--- src/rtl/sdf_pkg.sv ---
`timescale 1ns/1ps
package sdf_pkg;
    // Controller phase: INIT walks the pointer array, RUN serves traffic.
    typedef enum logic [0:0] {
        ST_INIT = 1'b0,
        ST_RUN  = 1'b1
    } sdf_state_e;
endpackage

--- src/rtl/sdf_init_walker.sv ---
`timescale 1ns/1ps
// Writes the initial next-pointer of one segment per cycle. Inside a run
// the link goes to i+1; the last segment of a run skips over the other
// list's run and links to i+RUN+1.
module sdf_init_walker #(
    parameter int SEG_W  = 6,
    parameter int RUN_LG = 2
) (
    input  logic             clk,
    input  logic             rst_n,
    input  logic             en,
    output logic             wr_en,
    output logic [SEG_W-1:0] wr_addr,
    output logic [SEG_W-1:0] wr_data,
    output logic             last
);
    localparam int RUN = 1 << RUN_LG;
    localparam logic [SEG_W-1:0] RUN_MASK  = SEG_W'(RUN - 1);
    localparam logic [SEG_W-1:0] STEP_IN   = SEG_W'(1);
    localparam logic [SEG_W-1:0] STEP_SKIP = SEG_W'(RUN + 1);

    logic [SEG_W-1:0] idx_q;

    always_ff @(posedge clk or negedge rst_n) begin
        if (!rst_n) begin
            idx_q <= '0;
        end else if (en) begin
            idx_q <= idx_q + STEP_IN;
        end
    end

    always_comb begin
        wr_en   = en;
        wr_addr = idx_q;
        if ((idx_q & RUN_MASK) == RUN_MASK) begin
            wr_data = idx_q + STEP_SKIP;
        end else begin
            wr_data = idx_q + STEP_IN;
        end
        last = en && (idx_q == '1);
    end
endmodule

--- src/rtl/sdf_link_mem.sv ---
`timescale 1ns/1ps
// Shared next-pointer array: two write ports (A has priority on the same
// address) and one combinational read port.
module sdf_link_mem #(
    parameter int SEG_W = 6
) (
    input  logic             clk,
    input  logic             pa_we,
    input  logic [SEG_W-1:0] pa_addr,
    input  logic [SEG_W-1:0] pa_data,
    input  logic             pb_we,
    input  logic [SEG_W-1:0] pb_addr,
    input  logic [SEG_W-1:0] pb_data,
    input  logic [SEG_W-1:0] rd_addr,
    output logic [SEG_W-1:0] rd_data
);
    localparam int DEPTH = 1 << SEG_W;

    logic [SEG_W-1:0] mem [DEPTH];

    always_ff @(posedge clk) begin
        if (pb_we && !(pa_we && (pa_addr == pb_addr))) begin
            mem[pb_addr] <= pb_data;
        end
        if (pa_we) begin
            mem[pa_addr] <= pa_data;
        end
    end

    assign rd_data = mem[rd_addr];
endmodule

--- src/rtl/sdf_pick.sv ---
`timescale 1ns/1ps
// Chooses the list that serves the next grant: the preferred list when it
// holds segments, otherwise the other one.
module sdf_pick #(
    parameter int CNT_W = 7
) (
    input  logic             run,
    input  logic             pref,
    input  logic [CNT_W-1:0] cnt_a,
    input  logic [CNT_W-1:0] cnt_b,
    output logic             avail,
    output logic             sel
);
    logic has_a;
    logic has_b;
    logic pref_has;

    always_comb begin
        has_a    = (cnt_a != '0);
        has_b    = (cnt_b != '0);
        pref_has = pref ? has_b : has_a;
        sel      = pref_has ? pref : ~pref;
        avail    = run && (has_a || has_b);
    end
endmodule

--- src/rtl/seg_dual_freelist.sv ---
`timescale 1ns/1ps
module seg_dual_freelist
    import sdf_pkg::*;
#(
    parameter int SEG_W  = 6,
    parameter int RUN_LG = 2
) (
    input  logic               clk,
    input  logic               rst_n,
    input  logic               alloc_req,
    output logic               alloc_gnt,
    output logic [SEG_W-1:0]   alloc_idx,
    input  logic               rel_valid,
    input  logic [SEG_W-1:0]   rel_head,
    input  logic [SEG_W-1:0]   rel_tail,
    input  logic [SEG_W:0]     rel_cnt,
    input  logic               link_we,
    input  logic [SEG_W-1:0]   link_addr,
    input  logic [SEG_W-1:0]   link_data,
    output logic [SEG_W:0]     free_cnt0,
    output logic [SEG_W:0]     free_cnt1,
    output logic               empty0,
    output logic               empty1
);
    localparam int NSEG  = 1 << SEG_W;
    localparam int RUN   = 1 << RUN_LG;
    localparam int CNT_W = SEG_W + 1;
    localparam logic [CNT_W-1:0] HALF = CNT_W'(NSEG / 2);
    localparam logic [CNT_W-1:0] ONE  = CNT_W'(1);

    sdf_state_e st_q, st_d;
    logic walk_en, run_mode;

    logic             init_we, init_last;
    logic [SEG_W-1:0] init_addr, init_data;

    logic [SEG_W-1:0] head_q [2];
    logic [SEG_W-1:0] head_d [2];
    logic [CNT_W-1:0] cnt_q  [2];
    logic [CNT_W-1:0] cnt_d  [2];
    logic             pref_q, pref_d;

    logic             avail, sel, alloc_fire, rel_fire, rel_list;
    logic [SEG_W-1:0] nxt_of_head, splice_ptr;
    logic             pa_we, pb_we;
    logic [SEG_W-1:0] pa_addr, pa_data;

    // ---------------- state register ----------------
    always_ff @(posedge clk or negedge rst_n) begin
        if (!rst_n) begin
            st_q <= ST_INIT;
        end else begin
            st_q <= st_d;
        end
    end

    // ---------------- next state ----------------
    always_comb begin
        st_d = st_q;
        unique case (st_q)
            ST_INIT: if (init_last) st_d = ST_RUN;
            ST_RUN:  st_d = ST_RUN;
        endcase
    end

    // ---------------- state outputs ----------------
    always_comb begin
        unique case (st_q)
            ST_INIT: begin
                walk_en  = 1'b1;
                run_mode = 1'b0;
            end
            ST_RUN: begin
                walk_en  = 1'b0;
                run_mode = 1'b1;
            end
        endcase
    end

    sdf_init_walker #(.SEG_W(SEG_W), .RUN_LG(RUN_LG)) u_walk (
        .clk     (clk),
        .rst_n   (rst_n),
        .en      (walk_en),
        .wr_en   (init_we),
        .wr_addr (init_addr),
        .wr_data (init_data),
        .last    (init_last)
    );

    sdf_pick #(.CNT_W(CNT_W)) u_pick (
        .run   (run_mode),
        .pref  (pref_q),
        .cnt_a (cnt_q[0]),
        .cnt_b (cnt_q[1]),
        .avail (avail),
        .sel   (sel)
    );

    sdf_link_mem #(.SEG_W(SEG_W)) u_links (
        .clk     (clk),
        .pa_we   (pa_we),
        .pa_addr (pa_addr),
        .pa_data (pa_data),
        .pb_we   (pb_we),
        .pb_addr (link_addr),
        .pb_data (link_data),
        .rd_addr (head_q[sel]),
        .rd_data (nxt_of_head)
    );

    // ---------------- grant / release datapath ----------------
    always_comb begin
        alloc_gnt  = avail;
        alloc_idx  = head_q[sel];
        alloc_fire = alloc_req && avail;
        rel_fire   = rel_valid && run_mode;
        rel_list   = rel_head[RUN_LG];
        // Same-list grant and splice: the chain's tail takes over the link
        // of the segment being granted.
        if (alloc_fire && (sel == rel_list)) begin
            splice_ptr = nxt_of_head;
        end else begin
            splice_ptr = head_q[rel_list];
        end
        pa_we   = init_we || rel_fire;
        pa_addr = walk_en ? init_addr : rel_tail;
        pa_data = walk_en ? init_data : splice_ptr;
        pb_we   = link_we && run_mode;
        pref_d  = alloc_fire ? ~sel : pref_q;
    end

    always_comb begin
        logic pop_l;
        logic push_l;
        for (int l = 0; l < 2; l++) begin
            pop_l  = alloc_fire && (sel == 1'(l));
            push_l = rel_fire && (rel_list == 1'(l));
            if (push_l) begin
                head_d[l] = rel_head;
            end else if (pop_l) begin
                head_d[l] = nxt_of_head;
            end else begin
                head_d[l] = head_q[l];
            end
            cnt_d[l] = cnt_q[l] + (push_l ? rel_cnt : '0) - (pop_l ? ONE : '0);
        end
    end

    always_ff @(posedge clk or negedge rst_n) begin
        if (!rst_n) begin
            for (int l = 0; l < 2; l++) begin
                head_q[l] <= SEG_W'(l * RUN);
                cnt_q[l]  <= HALF;
            end
            pref_q <= 1'b0;
        end else begin
            for (int l = 0; l < 2; l++) begin
                head_q[l] <= head_d[l];
                cnt_q[l]  <= cnt_d[l];
            end
            pref_q <= pref_d;
        end
    end

    assign free_cnt0 = cnt_q[0];
    assign free_cnt1 = cnt_q[1];
    assign empty0    = (cnt_q[0] == '0);
    assign empty1    = (cnt_q[1] == '0);

    // ---------------- assertions ----------------
    // counters hold their initial split and no grant is offered in INIT.
    a_r1_init_full: assert property (@(posedge clk) disable iff (!rst_n)
        (st_q == ST_INIT) |-> (free_cnt0 == HALF && free_cnt1 == HALF && !alloc_gnt));

    // two grants in a row come from opposite lists while both lists hold segments.
    a_r4_alternate: assert property (@(posedge clk) disable iff (!rst_n)
        (alloc_fire && cnt_q[0] != '0 && cnt_q[1] != '0) |=> (!alloc_fire || (sel != $past(sel))));

    // no grant is offered when both lists are empty.
    a_r6_empty_no_grant: assert property (@(posedge clk) disable iff (!rst_n)
        (free_cnt0 == '0 && free_cnt1 == '0) |-> !alloc_gnt);

    // a lone grant removes exactly one free segment.
    a_r7_grant_dec: assert property (@(posedge clk) disable iff (!rst_n)
        (alloc_fire && !rel_fire) |=>
        ((free_cnt0 + free_cnt1) == ($past(free_cnt0) + $past(free_cnt1) - ONE)));

    // a lone release adds its chain length.
    a_r7_release_add: assert property (@(posedge clk) disable iff (!rst_n)
        (rel_fire && !alloc_fire) |=>
        ((free_cnt0 + free_cnt1) == ($past(free_cnt0) + $past(free_cnt1) + $past(rel_cnt))));
endmodule

--- config.mk ---
export PLATFORM = sky130hd
export DESIGN_NAME = seg_dual_freelist
export DESIGN_NICKNAME = d
export VERILOG_FILES = /design/src/rtl/sdf_pkg.sv /design/src/rtl/sdf_init_walker.sv /design/src/rtl/sdf_link_mem.sv /design/src/rtl/sdf_pick.sv /design/src/rtl/seg_dual_freelist.sv
export SDC_FILE = /design/constraint.sdc
export NUM_CORES = 1
export LEC_CHECK = 0
export BUFFER_PORTS_ARGS = -buffer_cell sky130_fd_sc_hd__buf_4
export CORE_ASPECT_RATIO = 1.25
export CORE_UTILIZATION = 40
export CTS_CLUSTER_SIZE = 24
export DETAILED_ROUTE_END_ITERATION = 10
export PLACE_DENSITY = 0.54
export SYNTH_ARGS = -nofsm -noshare
export SYNTH_HDL_FRONTEND = slang
export SYNTH_HIERARCHICAL = 1
export SYNTH_SLANG_ARGS = --single-unit
--- constraint.sdc ---
create_clock -name clk -period 5.61 [get_ports clk]
set_input_delay 1.122 -clock clk [delete_from_list [all_inputs] [get_ports clk]]
set_output_delay 1.122 -clock clk [all_outputs]
set_load 0.05 [all_outputs]
### Word-level counts from Yosys, hierarchy flattened

Memory sizes are Yosys's and may differ from the RTL's.
Cells that the tools add are included.

| word-level totals | value |
|---|---|
| flip-flop bits (word level) | 34 |
| memory bits (writable) | 384 |
| input bits | 36 |
| output and inout port bits | 23 |
| word-level logic and storage cells | 75 |
| memories kept | 1 |

Memory list:

| memory | words | width | read ports | clocked after memory_dff | wr ports | RTL line | text |
|---|---|---|---|---|---|---|---|
| u_links.mem | 64 | 6 | 1 | 0 | 2 | sdf_link_mem.sv:19 | `logic [SEG_W-1:0] mem [DEPTH];` |

| operators by class | value |
|---|---|
| $add $sub $neg | 6 |
| magnitude comparators | 2 |
| equal/unequal tests | 4 |
| multiplexer cells | 28 |
| bitwise gates (word level) | 6 |
| reduce and logical (&&, ||, !) cells | 21 |

Operators by type and width:

| kind | count |
|---|---|
| $mux W6 | 14 |
| $add A7 B7 Y7 | 2 |
| $logic_not A7 Y1 | 2 |
| $mux W7 | 2 |
| $reduce_bool A7 Y1 | 2 |
| $sub A7 B1 Y7 | 2 |
| $logic_and A1 B1 Y1 | 12 |
| $mux W1 | 9 |
| $add A6 B1 Y6 const B | 1 |
| $add A6 B3 Y6 const B | 1 |
| $eq A6 B6 Y1 | 1 |
| $eq A6 B6 Y1 const B | 1 |
| $pmux W1 S2 | 3 |
| $ge A2 B2 Y1 const B | 2 |
| $not A1 Y1 | 4 |
| $not A1 Y2 | 2 |
| $reduce_bool A2 Y1 | 2 |
| $eq A2 B2 Y1 const B | 1 |
| $logic_or A1 B1 Y1 | 2 |
| $eq A1 B1 Y1 | 1 |
| $logic_not A1 Y1 | 1 |

### Logic depth before layout (Yosys ltp)

An unclocked memory read counts as a cell.

| logic depth | value |
|---|---|
| word-level depth | 10 |
| depth in mapped cells | 17 |
| depth with buffers taken out | 15 |

### Hierarchy

The synthesis kept the hierarchy.

Modules (own cells, without submodules):

| module | instances | cells an instance | area an instance (um2) | sequential area each (um2) |
|---|---|---|---|---|
| sdf_link_mem | 1 | 1299 | 20582.2 | 11531.1 |
| seg_dual_freelist | 1 | 257 | 2227.1 | 704.4 |
| sdf_init_walker | 1 | 31 | 322.8 | 150.1 |
| sdf_pick | 1 | 8 | 51.3 | 0.0 |

### Worst setup path after synthesis

Ideal clock, no wire load.

| timing | value |
|---|---|
| path kind | flip-flop to flip-flop |
| start | register cnt_q, in the netlist free_cnt1[2] |
| end | memory u_links.mem[53][5], data pin |
| library setup time | 0.262 ns |
| arrival time | 4.313 ns |
| required time | 5.348 ns |
| setup slack | 1.035 ns |
| stages on the path, launching flop included | 18 |
| path buffers | 6 |
| period minus slack after synthesis | 4.575 ns |
| path through | dfrtp_1 > or4_4 > o21ai_0 > o21ai_0 > buf_6 > mux2_2 > buf_2 > buf_2 > clkbuf_1 > mux4_2 > mux2i_1 > a21oi_1 > a22o_1 > nand2_1 > a41oi_1 > buf_1 > clkbuf_1 > mux2_1 |

RTL lines:

| element | RTL line | text |
|---|---|---|
| start, declared | seg_dual_freelist.sv:39 | `logic [CNT_W-1:0] cnt_q [2];` |
| start signal, assigned by index | seg_dual_freelist.sv:159 | `cnt_q[l] <= cnt_d[l];` |
| end, declared | sdf_link_mem.sv:19 |  |

==> impl_metrics.ini <==
[cells_and_area]
nets = 1653
multiInputGateArea_um2 = 10100
seq_area_um2 = 12400
final_common_cell = edfxtp_1
synthToLayoutAreaGrowth_pct = 11.4
drive_gt1_share_pct = 42.6
diodes = 0
mostFrequentLayoutCells = edfxtp_1, mux2_2, buf_4
nFillCells = 5126

[sta]
worst_pin_slew_ns = 1.23
finalHoldViolCount = 0
tns_ns = 0
slew_viol_final = 0
period_needed_ns = 5.03
period_share_pct = 89.6
max_freq_mhz = 199
whs_ns = 0.478
setup_violations = 0
relSlewSlack_pct = 17.3
finClkSkew_ns = 0.0207
rsz0062_at_grt = false
setup_ws_ns = 0.581

[critical_path]
worstPathArrival_ns = 5.36
cp.required_ns = 5.94
worstPathMaxFanout = 44
start_kind = register
path_class = reg -> reg
end_kind = register

[clocking]
post_cts_buffers = 0
cts_tree = yes
path_clk_slew_ns = 0.06
clock_path_buffers = 3
htreeDepth = 2
cts-resized-gates = 0
ctsRootBufferMaster = clkbuf_16
holdBufCountCts = 0
numClockSinks = 418
numCtsBuffers = 45
clock_latency_ns = 0.59

[routing]
drt_iter0_markers = 1307
wire_per_inst_um = 28.7
post_drt_via_cell_ratio = 5.92
wirelength_mm = 68.1
antenna_left = 0
drtPass1Iterations = 5
num_vias = 14100
drcViolationCount = 0

[floorplan]
coreArea_um2 = 57300
die-width_um = 217
start_util_pct = 40.5
die-area_um2 = 58900
die_h_um = 271
rows = 98
num_io_pins = 59

[global_route]
overflow = 0
grt_pass1_vias = 14600
grt_pass1_wl_mm = 100
track_usage_pct = 23.3
antenna_found_initial = 2
grt_max_degree = 65

[run_status]
status = complete, no violations

[logic_synthesis]
synth-edff-count = 384
ys_ff_latch = 418
yosys_most_used_dff = edfxtp_1
synthCells = 1595
syn_avg_cell_area_um2 = 14.5
ys_warn_count = 6
yosysUniqueCellTypes = 63
yosysSeqAreaShare_pct = 53.4
synthArstFlopShare_pct = 8.13
syn_nets = 1658
syn-cell-area_um2 = 23200

[hold_path]
holdCritPathClass = reg -> reg

[flow_run]
maxCapViolCount = 0

[placement]
pre_cts_ws_ns = 0.558
dpl.hpwl_mm = 43.9
place_congestion = 0.840
io_buffers = 58

[power]
vdd_ir_drop_max_v = 0.000193
powerDensity_nw_per_um2 = 252
leakage_nw = 8.52
p_total_mw = 6.50
[cell type report]
class                           instances  share of cell area [%]
Sequential cell                       418                    48.0
Multi-Input combinational cell        977                    39.2
Tap cell                              750                    3.63
Timing Repair Buffer                  103                    3.19
Clock inverter                         27                   0.838
Clock buffer                           55                    4.58
Inverter                               45                   0.654
[cell families after synthesis]
kind of cell             share of synthesized area (%)
AO/OA/AOI/OAI                                     4.84
XOR/XNOR                                         0.982
adder cells (fa/ha/maj)                           1.52
buffers and inverters                             3.72
flip-flops                                        53.4
multiplexers                                      30.2
AND/OR/NAND/NOR                                   5.29
[critical path, cell delays in order (launching register included)]
cell     delay [ns]
dfrtp_1        0.41
or4_4          0.54
o21ai_0        0.18
o21ai_0        0.11
buf_4          0.19
mux2_8         0.62
buf_4          0.38
mux4_2         0.56
mux2i_1        0.30
a21oi_1        0.19
a22o_1         0.31
nand2_1        0.11
a41oi_4        0.13
buf_4          0.33
mux2_1         0.37
[flip-flops by register name (all words and copies together) (netlist names)]
| signal | cells |
|---|---|
| u_walk/wr_addr | 6 |
| free_cnt0 | 7 |
| pref_q | 1 |
| st_q | 1 |
| head_q | 12 |
| u_links/mem | 384 |
| free_cnt1 | 7 |
[worst paths after layout]
check	start	to	slack, ns	cells past startpoint
worst max-delay path	free_cnt1[2]$_DFF_PN0_	u_links/mem[23][3]$_DFFE_PP_	0.58	14
worst min-delay path	head_q[2]$_DFFE_PN1P_	head_q[2]$_DFFE_PN1P_	0.48	2
worst max register to register	free_cnt1[2]$_DFF_PN0_	u_links/mem[23][3]$_DFFE_PP_	0.58	14
worst min register to register	head_q[2]$_DFFE_PN1P_	head_q[2]$_DFFE_PN1P_	0.48	2
max in group asynchronous	rst_n	free_cnt0[5]$_DFF_PN1_	4.74	1
min in group asynchronous	rst_n	free_cnt0[3]$_DFF_PN0_	0.50	1
[power breakdown]
group / internal (mW) / total, mW / switching, mW
logic: 0.116 / 0.230 / 0.114
registers: 3.40 / 3.40 / 0
clock network: 1.60 / 2.88 / 1.27
[per-stage QoR]
step                area, um2  utilization (%)  cells
floorplan               23200                -   1595
global placement        24400             42.7   2293
detailed placement      24400             42.7   2293
CTS                     25800             45.1   2375
global route            25800             45.1   2375
finish                  25800             45.1   2375
[per-layer routing]
layer,GRT usage (%),wire length (um),vias to the layer above
met5,0,23,-
met4,8.23,2380,4
met3,3.46,3280,128
met2,40.2,34400,403
met1,29.7,28000,7355
li1,-,-,6165
[Yosys cell counts (5+ instances only)]
cell type  instances  area, um2
edfxtp_1         384      11500
mux2_2           382       4300
clkbuf_1          98        368
nand2_1           89        334
mux4_2            88       1980
inv_1             44        165
mux2i_1           42        420
o21ai_1           34        170
dfrtp_1           31        776
nor2_1            30        113
buf_2             26        130
ha_1              25        313
o21ai_0           24        120
mux2_1            20        225
o22ai_1           20        125
xnor2_1           20        175
a21oi_1           19       95.1
buf_1             15       56.3
o221ai_1          15        131
nand3b_1          14        105
nor2_2            13       81.3
nor2b_1           12       75.1
buf_4             11       82.6
a22oi_1            9       67.6
nand3_1            9       45.0
nand2_4            8       90.1
o311ai_2           8        130
nor3b_1            7       52.6
a41oi_1            6       52.6
xor2_1             6       52.6
a221o_1            5       50.1
a22o_1             5       43.8
and3b_1            5       43.8
buf_6              5       56.3
No activity file was read; power rests on OpenSTA's default activity.
